--- src/rtl/sdct_pkg.sv ---
package sdct_pkg;
  localparam int ADDR_W   = 14;
  localparam int ROW_W    = 12;
  localparam int COL_W    = 10;
  localparam int NBANK    = 4;
  localparam int BANK_W   = $clog2(NBANK);
  localparam int BANK_LSB = ADDR_W - BANK_W;
  localparam int AP_BIT   = 10;
  localparam int SW_BIT   = 9;
  localparam int BL_W     = 3;
  localparam int MAX_BL   = 8;
  localparam int CNT_W    = $clog2(MAX_BL) + 1;

  typedef enum logic [3:0] {
    CMD_NOP  = 4'd0,
    CMD_ACT  = 4'd1,
    CMD_RD   = 4'd2,
    CMD_WR   = 4'd3,
    CMD_WRA  = 4'd4,
    CMD_PRE  = 4'd5,
    CMD_PALL = 4'd6,
    CMD_REF  = 4'd7,
    CMD_MRS  = 4'd8
  } cmd_e;

  typedef struct packed {
    logic              actEn;
    logic              closeOne;
    logic              closeAll;
    logic              wraEn;
    logic              mrsEn;
    logic [BANK_W-1:0] bank;
  } strobes_t;

  // Write burst length for auto-precharge; zero marks an unusable setting.
  function automatic logic [CNT_W-1:0] burstLen(input logic [ADDR_W-1:0] m);
    logic [CNT_W-1:0] len;
    if (m[SW_BIT]) len = CNT_W'(1);
    else begin
      case (m[BL_W-1:0])
        3'b000:  len = CNT_W'(1);
        3'b001:  len = CNT_W'(2);
        3'b010:  len = CNT_W'(4);
        3'b011:  len = CNT_W'(8);
        default: len = '0;
      endcase
    end
    return len;
  endfunction
endpackage

--- src/rtl/sdct_ctrl.sv ---
module sdct_ctrl
  import sdct_pkg::*;
(
  input  logic                  clk,
  input  logic                  rstN,
  input  logic                  csN,
  input  logic                  rasN,
  input  logic                  casN,
  input  logic                  weN,
  input  logic [ADDR_W-1:0]     addr,
  input  logic [NBANK-1:0]      bankOpen,
  input  logic [NBANK-1:0]      bankPend,
  input  logic                  modeValid,
  input  logic [ADDR_W-1:0]     modeReg,
  output strobes_t              stb,
  output logic [3:0]            cmdOut,
  output logic [BANK_W-1:0]     bankOut,
  output logic [ROW_W-1:0]      rowOut,
  output logic [COL_W-1:0]      colOut,
  output logic                  err
);
  cmd_e              dec;
  cmd_e              cmdQ;
  logic [BANK_W-1:0] bankSel;
  logic              isOpen;
  logic              isPend;
  logic              bad;

  always_comb begin
    dec = CMD_NOP;
    if (!csN) begin
      case ({rasN, casN, weN})
        3'b011:  dec = CMD_ACT;
        3'b101:  dec = CMD_RD;
        3'b100:  dec = addr[AP_BIT] ? CMD_WRA : CMD_WR;
        3'b010:  dec = addr[AP_BIT] ? CMD_PALL : CMD_PRE;
        3'b001:  dec = CMD_REF;
        3'b000:  dec = CMD_MRS;
        default: dec = CMD_NOP;
      endcase
    end
  end

  assign bankSel = addr[BANK_LSB +: BANK_W];
  assign isOpen  = bankOpen[bankSel];
  assign isPend  = bankPend[bankSel];

  always_comb begin
    case (dec)
      CMD_ACT:       bad = !modeValid || isOpen;
      CMD_RD,
      CMD_WR:        bad = !modeValid || !isOpen || isPend;
      CMD_WRA:       bad = !modeValid || !isOpen || isPend || (burstLen(modeReg) == '0);
      CMD_PRE:       bad = isPend;
      CMD_REF:       bad = |bankOpen;
      default:       bad = 1'b0;
    endcase
  end

  always_comb begin
    stb.actEn    = (dec == CMD_ACT) && !bad;
    stb.closeOne = (dec == CMD_PRE) && !bad;
    stb.closeAll = (dec == CMD_PALL);
    stb.wraEn    = (dec == CMD_WRA) && !bad;
    stb.mrsEn    = (dec == CMD_MRS);
    stb.bank     = bankSel;
  end

  always_ff @(posedge clk or negedge rstN) begin
    if (!rstN) begin
      cmdQ    <= CMD_NOP;
      bankOut <= '0;
      rowOut  <= '0;
      colOut  <= '0;
      err     <= 1'b0;
    end else begin
      cmdQ    <= dec;
      bankOut <= bankSel;
      rowOut  <= addr[ROW_W-1:0];
      colOut  <= addr[COL_W-1:0];
      err     <= bad;
    end
  end

  assign cmdOut = cmdQ;


  mode_gate_chk: assert property (@(posedge clk) disable iff (!rstN)
    (stb.actEn || stb.wraEn) |-> modeValid);


  err_source_chk: assert property (@(posedge clk) disable iff (!rstN)
    err |-> (cmdOut != 4'd0 && cmdOut != 4'd6 && cmdOut != 4'd8));


  ref_idle_chk: assert property (@(posedge clk) disable iff (!rstN)
    (cmdOut == 4'd7 && !err) |-> $past(bankOpen) == '0);
endmodule

--- src/rtl/sdct_dp.sv ---
module sdct_dp
  import sdct_pkg::*;
(
  input  logic                   clk,
  input  logic                   rstN,
  input  strobes_t               stb,
  input  logic [ADDR_W-1:0]      addr,
  output logic [NBANK-1:0]       bankOpen,
  output logic [NBANK-1:0]       bankPend,
  output logic [NBANK*ROW_W-1:0] openRows,
  output logic                   modeValid,
  output logic [ADDR_W-1:0]      modeReg
);
  logic [CNT_W-1:0] loadLen;
  assign loadLen = burstLen(modeReg);

  for (genvar b = 0; b < NBANK; b++) begin : g_bank
    logic             openQ;
    logic [CNT_W-1:0] cntQ;
    logic [ROW_W-1:0] rowQ;
    logic             hit;

    assign hit = (stb.bank == BANK_W'(b));

    always_ff @(posedge clk or negedge rstN) begin
      if (!rstN) begin
        openQ <= 1'b0;
        cntQ  <= '0;
        rowQ  <= '0;
      end else if (stb.closeAll) begin
        openQ <= 1'b0;
        cntQ  <= '0;
      end else if (cntQ == CNT_W'(1)) begin
        openQ <= 1'b0;
        cntQ  <= '0;
      end else if (cntQ != '0) begin
        cntQ  <= cntQ - CNT_W'(1);
      end else if (hit && stb.actEn) begin
        openQ <= 1'b1;
        rowQ  <= addr[ROW_W-1:0];
      end else if (hit && stb.closeOne) begin
        openQ <= 1'b0;
      end else if (hit && stb.wraEn) begin
        cntQ  <= loadLen;
      end
    end

    assign bankOpen[b] = openQ;
    assign bankPend[b] = (cntQ != '0);
    assign openRows[b*ROW_W +: ROW_W] = rowQ;


    autopre_close_chk: assert property (@(posedge clk) disable iff (!rstN)
      $fell(bankPend[b]) |-> !bankOpen[b]);
  end

  always_ff @(posedge clk or negedge rstN) begin
    if (!rstN) begin
      modeValid <= 1'b0;
      modeReg   <= '0;
    end else if (stb.mrsEn) begin
      modeValid <= 1'b1;
      modeReg   <= addr;
    end
  end


  act_closed_chk: assert property (@(posedge clk) disable iff (!rstN)
    stb.actEn |-> !bankOpen[stb.bank]);


  act_opens_chk: assert property (@(posedge clk) disable iff (!rstN)
    stb.actEn |=> bankOpen[$past(stb.bank)]);


  pall_clears_chk: assert property (@(posedge clk) disable iff (!rstN)
    stb.closeAll |=> (bankOpen == '0 && bankPend == '0));


  wra_legal_chk: assert property (@(posedge clk) disable iff (!rstN)
    stb.wraEn |-> (modeReg[SW_BIT] || !modeReg[2]));
endmodule

--- src/rtl/sdram_cmd_tracker.sv ---
module sdram_cmd_tracker
  import sdct_pkg::*;
(
  input  logic                   clk,
  input  logic                   rstN,
  input  logic                   csN,
  input  logic                   rasN,
  input  logic                   casN,
  input  logic                   weN,
  input  logic [ADDR_W-1:0]      addr,
  output logic [3:0]             cmdOut,
  output logic [BANK_W-1:0]      bankOut,
  output logic [ROW_W-1:0]       rowOut,
  output logic [COL_W-1:0]       colOut,
  output logic                   err,
  output logic [NBANK-1:0]       bankOpen,
  output logic [NBANK*ROW_W-1:0] openRows,
  output logic                   modeValid,
  output logic [ADDR_W-1:0]      modeReg
);
  strobes_t         stb;
  logic [NBANK-1:0] bankPend;

  sdct_ctrl u_ctrl (
    .clk(clk), .rstN(rstN), .csN(csN), .rasN(rasN), .casN(casN), .weN(weN),
    .addr(addr), .bankOpen(bankOpen), .bankPend(bankPend),
    .modeValid(modeValid), .modeReg(modeReg), .stb(stb),
    .cmdOut(cmdOut), .bankOut(bankOut), .rowOut(rowOut), .colOut(colOut),
    .err(err)
  );

  sdct_dp u_dp (
    .clk(clk), .rstN(rstN), .stb(stb), .addr(addr),
    .bankOpen(bankOpen), .bankPend(bankPend), .openRows(openRows),
    .modeValid(modeValid), .modeReg(modeReg)
  );
endmodule

--- config.mk ---
export PLATFORM = sky130hd
export DESIGN_NAME = sdram_cmd_tracker
export DESIGN_NICKNAME = d
export VERILOG_FILES = /design/src/rtl/sdct_pkg.sv /design/src/rtl/sdct_ctrl.sv /design/src/rtl/sdct_dp.sv /design/src/rtl/sdram_cmd_tracker.sv
export SDC_FILE = /design/constraint.sdc
export NUM_CORES = 1
export LEC_CHECK = 0
export ABC_AREA = 1
export BUFFER_PORTS_ARGS = -buffer_cell sky130_fd_sc_hd__buf_4
export CAP_MARGIN = 25
export CORE_MARGIN = 2
export CORE_UTILIZATION = 59
export DETAILED_ROUTE_END_ITERATION = 12
export PLACE_DENSITY = 0.88
export SLEW_MARGIN = 10
export SYNTH_ARGS = -nofsm -noshare
export SYNTH_HDL_FRONTEND = slang
export SYNTH_SLANG_ARGS = --single-unit
--- constraint.sdc ---
create_clock -name clk -period 6.5 [get_ports clk]
set_input_delay 1.3 -clock clk [delete_from_list [all_inputs] [get_ports clk]]
set_output_delay 1.3 -clock clk [all_outputs]
set_load 0.005 [all_outputs]
After elaboration in Yosys (flattened, before gate mapping)

Cells that the tools add are included.

Register bits after elaboration: 112
Input port bits: 20
Output and inout port bits: 96
Word-level logic and storage cells: 176

$add $sub $neg: 4
Magnitude comparators: 1
Eq/ne operators: 35
Multiplexer cells: 56
Bitwise gates (word level): 9
Reduce and logical (&&, ||, !) cells: 52

Operators with widths:

| operator                                         | count |
|---|---|
| two-way mux 4 bit                                | 27 |
| nonzero test 4 bit                               | 12 |
| != test 4 x 3 -> 1 bit, second input constant    | 8 |
| one-hot mux 4 bit (6 select lines)               | 1 |
| two-way mux 1 bit                                | 22 |
| == test 4 x 1 -> 1 bit, second input constant    | 5 |
| == test 4 x 3 -> 1 bit, second input constant    | 4 |
| one-hot mux 4 bit (4 select lines)               | 1 |
| AND reduction 4 bit                              | 4 |
| subtractor 4 x 1 -> 4 bit, second input constant | 4 |
| logical AND 1 bit                                | 15 |
| == test 3 x 2 -> 1 bit, second input constant    | 4 |
| != test 3 x 2 -> 1 bit, second input constant    | 4 |
| AND reduction 3 bit                              | 4 |
| inverter 1 bit                                   | 9 |
| == test 4 x 2 -> 1 bit, second input constant    | 2 |
| AND reduction 2 bit                              | 4 |
| == test 3 x 1 -> 1 bit, second input constant    | 2 |
| == test 3 bit, second input constant             | 2 |
| zero test 3 bit                                  | 2 |
| one-hot mux 1 bit (5 select lines)               | 1 |
| binary-select mux 1 bit (select 2 bit)           | 2 |
| == test 2 bit, second input constant             | 2 |
| == test 4 bit, second input constant             | 1 |
| 10 further kinds                                 | 15 |

Longest topological paths before layout

Depth in word-level cells: 17
Depth in mapped cells: 16

Cells and area by module

A second synthesis with hierarchy kept.

Cells, all modules: 584
Area, all modules: 5,077.4 sq um

By module, submodules not included:

| module    | times used | cells each | area an instance (sq um) | sequential area each (sq um) |
|---|---|---|---|---|
| sdct_dp   | 1          | 465        | 4,093.9                  | 2,077.0 |
| sdct_ctrl | 1          | 119        | 983.4                    | 475.5 |

Least setup slack after synthesis

OpenSTA, ideal clock, no wires.

Path kind: input -> register
Start: in addr[10]
End: reg u_dp.g_bank[1].rowQ[10]
Setup time: 117 ps
Arrival time: 2,717 ps
Required time: 6,383 ps
Slack: 3,666 ps
Stages on the path: 15
Path buffers: 3
Cell sequence: buf_4 inv_1 nand3_1 nand2_2 nor2_8 nor2_2 nand3_2 nand2_2 nor2_8 and2_4 buf_6 nand3_4 buf_6 nand2_1 nand2_1

Word-level cells in the longest chain between the ends: 10

RTL lines:

| element                                                | RTL line                         | source |
|---|---|---|
| start, declared                                        | sdram_cmd_tracker.sv:10          | `input logic [ADDR_W-1:0] addr,` |
| two-way mux 2 bit or two-way mux 3 bit (tied branches) | sdct_ctrl.sv:36, sdct_ctrl.sv:35 |  |
| one-hot mux 4 bit (6 select lines) (*)                 | sdct_ctrl.sv:32                  | `case ({rasN, casN, weN})` |
| two-way mux 4 bit (*)                                  | sdct_ctrl.sv:31                  | `if (!csN) begin` |
| named net u_ctrl.dec[1]                                | sdct_ctrl.sv:22                  | `cmd_e dec;` |
| == test 4 x 2 -> 1 bit                                 | sdct_ctrl.sv:49                  | `case (dec)` |
| OR reduction 2 bit                                     | sdct_ctrl.sv:49                  |  |
| one-hot mux 1 bit (5 select lines)                     | sdct_ctrl.sv:49                  |  |
| zero test 1 bit                                        | sdct_ctrl.sv:61                  | `stb.actEn = (dec == CMD_ACT) && !bad;` |
| logical AND 1 bit                                      | sdct_ctrl.sv:61                  |  |
| logical AND 1 bit                                      | sdct_dp.sv:38                    | `end else if (hit && stb.actEn) begin` |
| AND reduction 4 bit (no line) (*)                      | n/a                              |  |
| end signal, assigned                                   | sdct_dp.sv:40                    | `rowQ <= addr[ROW_W-1:0];` |
| end, declared                                          | sdct_dp.sv:20                    | `logic [ROW_W-1:0] rowQ;` |

The timed path passes the listed nets; every way through them passes the cells marked *.
A chain may end at the register's enable or synchronous reset.

Final worst setup path

Start: in weN
End: reg u_dp.g_bank[3].rowQ[7]

Word-level cells in the longest chain between the ends: 10

RTL lines:

| element                                              | RTL line               | source |
|---|---|---|
| start, declared                                      | sdram_cmd_tracker.sv:9 | `input logic weN,` |
| == test 3 x 1 -> 1 bit, or another cell as far along | sdct_ctrl.sv:32        |  |
| one-hot mux 4 bit (6 select lines) (*)               | sdct_ctrl.sv:32        |  |
| two-way mux 4 bit (*)                                | sdct_ctrl.sv:31        |  |
| == test 4 x 2 -> 1 bit                               | sdct_ctrl.sv:49        |  |
| OR reduction 2 bit                                   | sdct_ctrl.sv:49        |  |
| one-hot mux 1 bit (5 select lines)                   | sdct_ctrl.sv:49        |  |
| zero test 1 bit                                      | sdct_ctrl.sv:61        |  |
| logical AND 1 bit                                    | sdct_ctrl.sv:61        |  |
| logical AND 1 bit                                    | sdct_dp.sv:38          |  |
| AND reduction 4 bit (no line) (*)                    | n/a                    |  |
| end signal, assigned                                 | sdct_dp.sv:40          |  |
| end, declared                                        | sdct_dp.sv:20          |  |

Mark *: on every way between the ends. The rest lies on a longest branch, timed or not.

==> results.py <==
metrics = {
    "grt": {
        "grt_overflow_total": 0,
        "grt.total_usage_pct": 27.71,
        "grt_pass1_wl_um": 21400,
        "grt_max_degree": 55,
        "grt_pass1_vias": 4374,
        "antenna_found_initial": 0,
    },
    "cts": {
        "clk_latency_ns": 0.38,
        "postCtsSetupRepairBufs": 0,
        "cts-root-buf": "clkbuf_8",
        "cts_resized": 0,
        "ctsHoldBuffers": 0,
        "cts_tree": "yes",
        "clkTransAtPathRegs_ns": 0.11,
        "htreeDepth": 3,
        "cts_buffer_depth": 2,
        "cts_buffers": 9,
        "clock-sinks": 102,
    },
    "place": {
        "place.gp.congestion": 0.9365,
        "portBuffers": 115,
        "hpwl_um": 9721,
    },
    "yosys": {
        "yosysSeqAreaShare_pct": 48.97,
        "netlist_top_cells_count": "180 x nand2_1, 102 x dfrtp_1, 78 x inv_1, 44 x nand3_1, 41 x nor2_1",
        "synth-edff-count": 0,
        "synth.distinct_cells": 30,
        "netlist_instances": 629,
        "synth_top_flop_cell": "dfrtp_1",
        "yosysTopAreaCell": "dfrtp_1",
        "yosysTopAreaCellShare_pct": 48.97,
        "synthTopCellsByArea": "dfrtp_1 49%, nand2_1 13%, inv_1 5.6%",
        "ys_async_sr_fraction_pct": 100.0,
        "synth_nets": 661,
        "ys_seq_elements": 102,
        "synth_warnings": 0,
        "synth_most_common_cell": "nand2_1",
        "avgSynthCellArea_um2": 8.287,
        "syn-cell-area_um2": 5212,
    },
    "timing": {
        "fin_skew_ns": 0.01390,
        "maxSlewViolCount": 0,
        "fin_tns_setup_ns": 0,
        "clock.fmax_mhz": 305.0,
        "setup_viol": 0,
        "slew_headroom_pct": 22.55,
        "rsz0062_at_grt": "no",
        "worstMarginPinSlew_ns": 1.151,
        "hold_viol_final": 0,
        "finalCriticalPeriod_ns": 3.278,
        "min_period_over_period_pct": 50.44,
    },
    "worst_setup_path": {
        "slowest_delay_ns": 0.50,
        "required_ns": 6.77,
        "critical_path_arrival_ns": 3.55,
        "critical_path_class": "input pin to flip-flop",
        "crit_path_start_kind": "input pin",
        "startpoint": "weN",
        "crit_fanout": 31,
        "slowest_stage": "nand4_1",
        "rrSetupSlack_ns": 3.93,
        "path_buf_inv": 3,
        "critPathCapture": "u_dp.g_bank[3].rowQ[7]",
        "crit_chain": "buf_4 -> nor2_2 -> nand2_2 -> nor2_4 -> inv_1 -> nand2_1 -> nor2_2 -> buf_4 -> nand4_1 -> o21bai_1 -> nand2_1",
        "path_depth": 11,
        "cp-end-kind": "flip-flop",
        "cpLargestDelayFamily": "simple AND/OR/NAND/NOR gates",
        "r2r-start": "u_dp.g_bank[1].cntQ[0]",
        "ff2ff_path_depth": 13,
        "r2r-end": "u_dp.g_bank[3].rowQ[7]",
    },
    "floorplan": {
        "row_count": 34,
        "die_h_um": 98.00,
        "ios": 116,
        "start_util_pct": 60.36,
        "dieArea_um2": 9603,
        "die_w_um": 98.00,
        "coreArea_um2": 8636,
    },
    "cells_and_area": {
        "antenna_cells": 0,
        "num-fill-cells": 621,
        "final_nets": 755,
        "area_growth_pct": 18.96,
        "drive_above_1_share_pct": 22.39,
        "final_util_pct": 71.81,
    },
    "route": {
        "vias_per_cell": 5.492,
        "drc": 0,
        "wirelength_um": 13190,
        "drt_iter0_markers": 329,
        "postRouteAntennaNets": 0,
        "wl_per_cell_um": 15.77,
        "num_vias": 4591,
        "firstDrtPassIters": 5,
    },
    "job": {
        "drv_cap": 0,
    },
    "run_status": {
        "status": "finished, final reports clean",
    },
    "power_and_ir_drop": {
        "p_leak_nw": 3.337,
        "ir_drop_mv": 0.1833,
        "power_density_nw_per_um2": 398.4,
    },
    "hold_path": {
        "hp-start": "u_dp.g_bank[1].rowQ[4]",
        "min_path_type": "flip-flop to flip-flop",
    },
}
[cell type report]
| cell class | count | area (um2) | area share, % |
|---|---|---|---|
| Multi-Input combinational cell | 409 | 2121 | 34.20 |
| Inverter | 83 | 311.5 | 5.024 |
| Tap cell | 108 | 135.1 | 2.179 |
| Sequential cell | 102 | 2552 | 41.16 |
| Timing Repair Buffer | 118 | 883.3 | 14.25 |
| Clock inverter | 6 | 60.06 | 0.9685 |
| Clock buffer | 10 | 137.6 | 2.220 |
[metrics by stage]
stage	hold slack [ns]	power [mW]	worst slack, ns	instances	cell area (um2)
floorplan	0.4644	1.630	3.666	629	5213
global placement	0.4579	2.006	3.012	819	5998
detailed placement	0.4623	2.065	2.886	820	6003
global route	0.5093	2.656	3.033	836	6201
finish	0.4844	2.471	3.222	836	6201
CTS	0.4897	2.470	3.255	836	6201
[routing by layer]
metal	vias up	global-route usage (%)	part of all wire, %
li1	2186	-	-
met1	2181	38.25	42
met2	201	46.05	50
met3	23	4.080	7.2
met4	0	8.013	1.6
met5	-	0	0
[report_power, final]
part | total (mW) | internal, mW | switching, mW
Sequential | 0.982 | 0.837 | 0.146
Clock | 0.408 | 0.162 | 0.247
Combinational | 1.08 | 0.478 | 0.602
[how the worst min path moves through the flow]
stage          depth (start not counted)  slack [ns]                endpoint
2_1_floorplan                          2        0.46  u_dp.g_bank[1].rowQ[0]
3_3_place_gp                           2        0.46  u_dp.g_bank[2].rowQ[8]
3_5_place_dp                           2        0.46  u_dp.g_bank[1].rowQ[4]
4_1_cts                                2        0.49  u_dp.g_bank[1].rowQ[4]
5_1_grt                                2        0.51  u_dp.g_bank[1].rowQ[0]
6_report                               2        0.48  u_dp.g_bank[1].rowQ[4]
[state kept, by name, indices dropped and copies added, names as in the netlist]
register and cells:
u_ctrl.cmdOut 4, u_ctrl.rowOut 12, u_dp.modeValid 1, u_ctrl.err 1, u_dp.modeReg 14, u_dp.g_bank.cntQ 16, u_dp.g_bank.openQ 4, u_ctrl.bankOut 2
u_dp.g_bank.rowQ 48
[cell usage in the layout (no fill, tap or decap)]
| cell type | count |
|---|---|
| xnor2_1 | 6 |
| dfrtp_1 | 102 |
| inv_8 | 3 |
| nand3_2 | 3 |
| o21ai_0 | 16 |
| buf_2 | 1 |
| nor3_1 | 7 |
| nand3_4 | 1 |
| inv_6 | 2 |
| nor2_1 | 40 |
| ha_1 | 12 |
| buf_4 | 117 |
| clkinv_1 | 2 |
| and2_4 | 1 |
| nor2_2 | 10 |
| inv_2 | 3 |
| clkinv_4 | 1 |
| inv_1 | 78 |
| nor2_8 | 2 |
| nand2_2 | 6 |
| a31oi_1 | 2 |
| o21bai_1 | 24 |
| nor4_1 | 2 |
| o211ai_1 | 9 |
| nand2_1 | 180 |
| o2111ai_1 | 2 |
| nand4_1 | 33 |
| clkbuf_8 | 10 |
| nor2_4 | 3 |
| a21oi_1 | 6 |
| nand3_1 | 44 |
[worst register-to-register path, stage by stage (launching register included)]
cell and delay, ns:
dfrtp_1 0.43, inv_1 0.14, ha_1 0.17, nand3_1 0.23
nand2_1 0.12, nand2_1 0.06, clkinv_1 0.06, nand2_1 0.06
nand3_1 0.09, nand2_2 0.09, nor2_8 0.15, nand4_1 0.45
o21bai_1 0.35, nand2_1 0.08
[cell families after synthesis]
family / count (synthesis) / share of synthesized area, %
compound gates: 59 / 7.441
xor+xnor: 6 / 1.008
fa+ha+maj: 12 / 2.880
buf+inv: 118 / 10.39
flops: 102 / 48.97
simple gates: 332 / 29.31
Power figures use the tool's default switching activity.
